**src/rtl/mpu_pkg.sv**
```systemverilog
package mpu_pkg;
  typedef enum logic [1:0] {MT_STRONG = 2'd0, MT_DEVICE = 2'd1, MT_NORMAL = 2'd2} mtype_e;
  typedef enum logic [1:0] {CP_NONE = 2'd0, CP_WT = 2'd1, CP_WB = 2'd2, CP_WBA = 2'd3} cpol_e;

  typedef struct packed {
    logic       xn;
    logic [1:0] ap_priv;
    logic [1:0] ap_user;
    logic [2:0] tex;
    logic       s;
    logic       c;
    logic       b;
  } attr_t;

  typedef struct packed {
    mtype_e mtype;
    logic   share;
    cpol_e  cpol;
    logic   rsvd;
  } mem_t;

  localparam logic [1:0] FC_NOMATCH = 2'd1;
  localparam logic [1:0] FC_PERM    = 2'd2;
  localparam logic [1:0] FC_XN      = 2'd3;
  localparam logic [1:0] RT_NONE    = 2'd0;
  localparam logic [1:0] RT_RO      = 2'd1;
endpackage

```
**src/rtl/mpu_region_match.sv**
```systemverilog
module mpu_region_match #(
  parameter int AW = 32,
  parameter int SW = 5
) (
  input  logic          en,
  input  logic [AW-1:0] base,
  input  logic [SW-1:0] size,
  input  logic [7:0]    srd,
  input  logic [AW-1:0] addr,
  output logic          hit
);
  logic [AW-1:0] mask;
  logic [AW-1:0] sub_sh;
  logic [2:0]    sub;
  logic          in_range;

  always_comb begin
    mask     = {AW{1'b1}} << size;
    in_range = ((addr ^ base) & mask) == '0;
    sub_sh   = addr >> (size - SW'(3));
    sub      = sub_sh[2:0];
    hit      = en && in_range && !srd[sub];
  end
endmodule

```
**src/rtl/mpu_attr_decode.sv**
```systemverilog
module mpu_attr_decode
  import mpu_pkg::*;
(
  input  attr_t attr,
  output mem_t  mem
);
  always_comb begin
    mem = '{mtype: MT_STRONG, share: 1'b0, cpol: CP_NONE, rsvd: 1'b0};
    unique case (attr.tex)
      3'b000: begin
        if (!attr.c) begin
          mem.mtype = attr.b ? MT_DEVICE : MT_STRONG;
          mem.share = 1'b1;
        end else begin
          mem.mtype = MT_NORMAL;
          mem.share = attr.s;
          mem.cpol  = attr.b ? CP_WB : CP_WT;
        end
      end
      3'b001: begin
        if (attr.c != attr.b) mem.rsvd = 1'b1;
        else begin
          mem.mtype = MT_NORMAL;
          mem.share = attr.s;
          mem.cpol  = attr.c ? CP_WBA : CP_NONE;
        end
      end
      3'b010: begin
        if (attr.c || attr.b) mem.rsvd = 1'b1;
        else mem.mtype = MT_DEVICE;
      end
      default: mem.rsvd = 1'b1;
    endcase
  end
endmodule

```
**src/rtl/mpu_check.sv**
```systemverilog
module mpu_check
  import mpu_pkg::*;
#(
  parameter int NREG = 4,
  parameter int AW   = 32,
  parameter int SW   = 5,
  localparam int IW  = (NREG > 1) ? $clog2(NREG) : 1
) (
  input  logic          clk,
  input  logic          rst_n,
  input  logic          cfg_we,
  input  logic [IW-1:0] cfg_idx,
  input  logic          cfg_en,
  input  logic [AW-1:0] cfg_base,
  input  logic [SW-1:0] cfg_size,
  input  logic [7:0]    cfg_srd,
  input  logic [10:0]   cfg_attr,
  input  logic          dflt_en,
  input  logic          acc_valid,
  output logic          acc_ready,
  input  logic [AW-1:0] acc_addr,
  input  logic          acc_write,
  input  logic          acc_fetch,
  input  logic          acc_priv,
  output logic          res_valid,
  input  logic          res_ready,
  output logic          res_hit,
  output logic [IW-1:0] res_region,
  output logic [1:0]    res_mtype,
  output logic          res_share,
  output logic [1:0]    res_cpol,
  output logic          res_rsvd,
  output logic          res_fault,
  input  logic          flt_clr,
  output logic          flt_valid,
  output logic [AW-1:0] flt_addr,
  output logic [1:0]    flt_code
);
  logic          en_q   [NREG];
  logic [AW-1:0] base_q [NREG];
  logic [SW-1:0] size_q [NREG];
  logic [7:0]    srd_q  [NREG];
  attr_t         attr_q [NREG];
  logic [NREG-1:0] hit;

  always_ff @(posedge clk or negedge rst_n) begin
    if (!rst_n) begin
      for (int i = 0; i < NREG; i++) begin
        en_q[i]   <= 1'b0;
        base_q[i] <= '0;
        size_q[i] <= SW'(5);
        srd_q[i]  <= '0;
        attr_q[i] <= '0;
      end
    end else if (cfg_we) begin
      en_q[cfg_idx]   <= cfg_en;
      base_q[cfg_idx] <= cfg_base;
      size_q[cfg_idx] <= cfg_size;
      srd_q[cfg_idx]  <= cfg_srd;
      attr_q[cfg_idx] <= attr_t'(cfg_attr);
    end
  end

  for (genvar g = 0; g < NREG; g++) begin : g_rgn
    mpu_region_match #(.AW(AW), .SW(SW)) u_match (
      .en(en_q[g]), .base(base_q[g]), .size(size_q[g]),
      .srd(srd_q[g]), .addr(acc_addr), .hit(hit[g])
    );
  end

  logic          win_hit;
  logic [IW-1:0] win_idx;
  attr_t         win_attr;
  mem_t          win_mem;
  logic [1:0]    rights;
  logic          n_fault;
  logic [1:0]    n_code;

  always_comb begin
    win_hit = 1'b0;
    win_idx = '0;
    for (int i = 0; i < NREG; i++) begin
      if (hit[i]) begin
        win_hit = 1'b1;
        win_idx = IW'(i);
      end
    end
    win_attr = attr_q[win_idx];
  end

  mpu_attr_decode u_dec (.attr(win_attr), .mem(win_mem));

  always_comb begin
    rights  = acc_priv ? win_attr.ap_priv : win_attr.ap_user;
    n_fault = 1'b0;
    n_code  = FC_NOMATCH;
    if (!win_hit) begin
      n_fault = !(acc_priv && dflt_en);
    end else if (acc_fetch && win_attr.xn) begin
      n_fault = 1'b1;
      n_code  = FC_XN;
    end else if (rights == RT_NONE || (rights == RT_RO && acc_write)) begin
      n_fault = 1'b1;
      n_code  = FC_PERM;
    end
  end

  logic xfer;
  assign acc_ready = !res_valid || res_ready;
  assign xfer      = acc_valid && acc_ready;

  always_ff @(posedge clk or negedge rst_n) begin
    if (!rst_n) begin
      res_valid  <= 1'b0;
      res_hit    <= 1'b0;
      res_region <= '0;
      res_mtype  <= '0;
      res_share  <= 1'b0;
      res_cpol   <= '0;
      res_rsvd   <= 1'b0;
      res_fault  <= 1'b0;
    end else if (xfer) begin
      res_valid  <= 1'b1;
      res_hit    <= win_hit;
      res_region <= win_hit ? win_idx : '0;
      res_mtype  <= win_hit ? win_mem.mtype : MT_STRONG;
      res_share  <= win_hit && win_mem.share;
      res_cpol   <= win_hit ? win_mem.cpol : CP_NONE;
      res_rsvd   <= win_hit && win_mem.rsvd;
      res_fault  <= n_fault;
    end else if (res_ready) begin
      res_valid  <= 1'b0;
    end
  end

  always_ff @(posedge clk or negedge rst_n) begin
    if (!rst_n) begin
      flt_valid <= 1'b0;
      flt_addr  <= '0;
      flt_code  <= '0;
    end else if (xfer && n_fault && (!flt_valid || flt_clr)) begin
      flt_valid <= 1'b1;
      flt_addr  <= acc_addr;
      flt_code  <= n_code;
    end else if (flt_clr) begin
      flt_valid <= 1'b0;
    end
  end
endmodule

```
**config.mk**
```make
export PLATFORM = sky130hd
export DESIGN_NAME = mpu_check
export DESIGN_NICKNAME = d
export VERILOG_FILES = /design/src/rtl/mpu_pkg.sv /design/src/rtl/mpu_region_match.sv /design/src/rtl/mpu_attr_decode.sv /design/src/rtl/mpu_check.sv
export SDC_FILE = /design/constraint.sdc
export NUM_CORES = 1
export LEC_CHECK = 0
export ABC_CLOCK_PERIOD_IN_PS = 5200
export BUFFER_PORTS_ARGS = -buffer_cell sky130_fd_sc_hd__buf_4
export CAP_MARGIN = 5
export CORE_MARGIN = 1
export CORE_UTILIZATION = 55
export DETAILED_ROUTE_END_ITERATION = 7
export GPL_ROUTABILITY_DRIVEN = 0
export HOLD_SLACK_MARGIN = 0.1
export PLACE_DENSITY = 0.85
export SLEW_MARGIN = 5
export SYNTH_ARGS = -nofsm -noshare
export SYNTH_HDL_FRONTEND = slang
export SYNTH_HIERARCHICAL = 1
export SYNTH_SLANG_ARGS = --single-unit
```
**constraint.sdc**
```tcl
create_clock -name clk -period 5.2 [get_ports clk]
set_input_delay 0.26 -clock clk [delete_from_list [all_inputs] [get_ports clk]]
set_output_delay 0.26 -clock clk [all_outputs]
set_load 0.05 [all_outputs]
```
==> run_results.csv <==
group,metric,value,unit
grt,globalRouteTotalUtil,0.311,
routing,drt-pass1-iter-count,8,
power,power.density_cell_area,439,nW/um^2
grt,pin_count_of_the_biggest_net_entering_global_routing,119,
worst_setup_path,timing.critical_path.fanout_max,33,
routing,avgViaCountPerCell,6.71,
clock_network,clock_insertion_delay_worst_skew,0.56,ns
sta,worst_rel_slew_slack,0.387,
yosys,yosysWarnings,6,
clock_network,path_clk_slew,0.06,ns
routing,route.detailed.wl_per_inst,25.4,um
finish,nets,1706,
yosys,mappedNetlistArea,17700,um^2
worst_setup_path,worstRegToRegCells,14,
sta,timing.final.hold_violations,0,
routing,drt_drc_violations_left,0,
floorplanning,fp.dieArea,32900,um^2
worst_setup_path,critical_path.startpoint_type,"register",
floorplanning,fp.coreArea,31600,um^2
grt,overflow,0,
power,ir_worst_vdd,0.290,mV
min_path,min_path_cells,5,
floorplanning,ios,148,
sta,slew_violations,0,
finish,diodes,0,
clock_network,ctsLongestPathBuffers,3,
sta,unrepaired_setup_endpoints_after_global_routing,"no",
power,total_power,9.15,mW
placement,post-dp-hpwl,33.5,mm
sta,hold_ws,0.135,ns
grt,grt_pass1_vias,14200,
routing,postRouteAntennaNets,0,
sta,max_slew.worst_pin.slew,0.920,ns
worst_setup_path,required_time_of_the_worst_setup_path,5.68,ns
finish,post-route-util,0.658,
worst_setup_path,setup.worst_path.end_class,"register",
power,p_leak,8.90,nW
floorplanning,floorplan.die.height,181,um
routing,drt-total-wl,50.9,mm
sta,post_route_setup_tns,0,ns
outcome,status,"finished, final reports clean",
sta,timing.clock.skew,0.0120,ns
worst_setup_path,criticalPathCategory,"reg2reg",
worst_setup_path,worst-endpoint-arrival,5.39,ns
sta,timing.final.crit_period,4.91,ns
floorplanning,die-width,181,um
routing,vias,13400,
floorplanning,initial_core_utilization,0.560,
clock_network,cts_tree,"done",
yosys,avgSynthCellArea,12.8,um^2
finish,drive_above_1_share,0.347,
sta,min_period_over_period,0.945,
yosys,netlist_instances,1387,
clock_network,cts.root.buffer_cell,"clkbuf_16",
placement,port_buffers,147,
grt,grt_antenna_before_repair,1,
yosys,synth_fp_nets,1512,
min_path,worstHoldPathType,"in2reg",
finish,synthToLayoutAreaGrowth,17.7,%
flow_run,maxCapViolations,0,
clock_network,cts_buf_count,29,
sta,report.final.setup_viol,0,
clock_network,cts.htree.levels,1,
clock_network,cts_sinks,274,
sta,fmaxAchievable,203,MHz
routing,detail_route.iter0.violations,1204,
floorplanning,floorplan.rows,65,
grt,grt_first_pass_wirelength,79.3,mm
==> registers in the layout, indices dropped and copies added, names as in the netlist <==
register,flops
attr_q,44
srd_q,32
res_hit,1
res_cpol,2
res_share,1
res_fault,1
size_q,20
flt_valid,1
flt_addr,32
en_q,4
res_region,2
res_valid,1
base_q,128
flt_code,2
res_rsvd,1
res_mtype,2
==> power by group <==
group	switching, mW	internal [mW]
clock	0.866	1.28
combinational	2.11	1.85
sequential	0.433	2.61
total	3.41	5.74
==> worst max-delay path, stage by stage (launching register included) <==
cell and delay (ns):
dfstp_2 0.57, inv_1 0.11, ha_1 0.50, mux4_1 0.60, mux4_2 0.52, mux2i_4 0.26, mux2i_1 0.22, mux2i_1 0.10
o22ai_2 0.32, buf_4 0.25, mux2_4 0.32, a211o_1 0.30, nor3_4 0.23, buf_12 0.26, mux2i_1 0.23
==> path summary, 6_finish.rpt <==
check	start	end	slack [ns]
min reg2reg	res_hit$_DFFE_PN0P_	res_hit$_DFFE_PN0P_	0.48
min in group asynchronous	rst_n	flt_addr[26]$_DFFE_PN0P_	0.32
max in group asynchronous	rst_n	base_q[21]$_DFFE_PN0P_	3.55
min	dflt_en	flt_code[1]$_DFFE_PN0P_	0.14
max	size_q[10]$_DFFE_PN1P_	flt_addr[15]$_DFFE_PN0P_	0.29
max reg2reg	size_q[10]$_DFFE_PN1P_	flt_addr[15]$_DFFE_PN0P_	0.29
==> routing by layer <==
layer | part of all wire | vias to the layer above | track usage
met5 | 0.00026 | - | 0
met4 | 0.054 | 2 | 0.153
met3 | 0.11 | 226 | 0.0734
met2 | 0.47 | 887 | 0.497
met1 | 0.37 | 6693 | 0.397
li1 | - | 5640 | -
==> what timing repair did <==
item | in CTS | in global routing
resized for setup | 0 | 8
hold buffers | 61 | 0
hold endpoints to repair | 320 | 0
setup endpoints to repair | 0 | 38
buffers inserted | 0 | 0
==> through the flow <==
stage / instance area [um^2] / setup WS [ns] / std cells
final: 20800 / 0.286 / 2003
after detailed placement: 19200 / 0.212 / 1891
after floorplan: 17700 / 0.173 / 1387
after CTS: 20800 / 0.148 / 2003
after global placement: 19200 / 0.396 / 1891
after global routing: 20800 / 0.0184 / 2003
==> placed cells by master (no fill, tap or decap), drive strengths merged, types with 9 or more instances in the layout <==
master and count:
xnor2 84, nor2b 16, mux2 238, o31ai 13, ha 24, o21ai 45, xor2 56, a21o 9
nand2 44, clkbuf 40, a22o 18, nor2 30, mux2i 144, dlygate4sd3 61, inv 25, nand2b 16
dfrtp 266, a21oi 37, nand4 12, buf 188, mux4 96
==> final cells by class <==
cell class	count	area (um^2)
fill	2214	10800
tap	402	503
timing repair buffer	249	2090
sequential	274	6870
multi-input combinational	1004	10300
clock buffer	40	807
inverter	23	86.3
clock inverter	11	174
(Power assumes the default switching activity.)
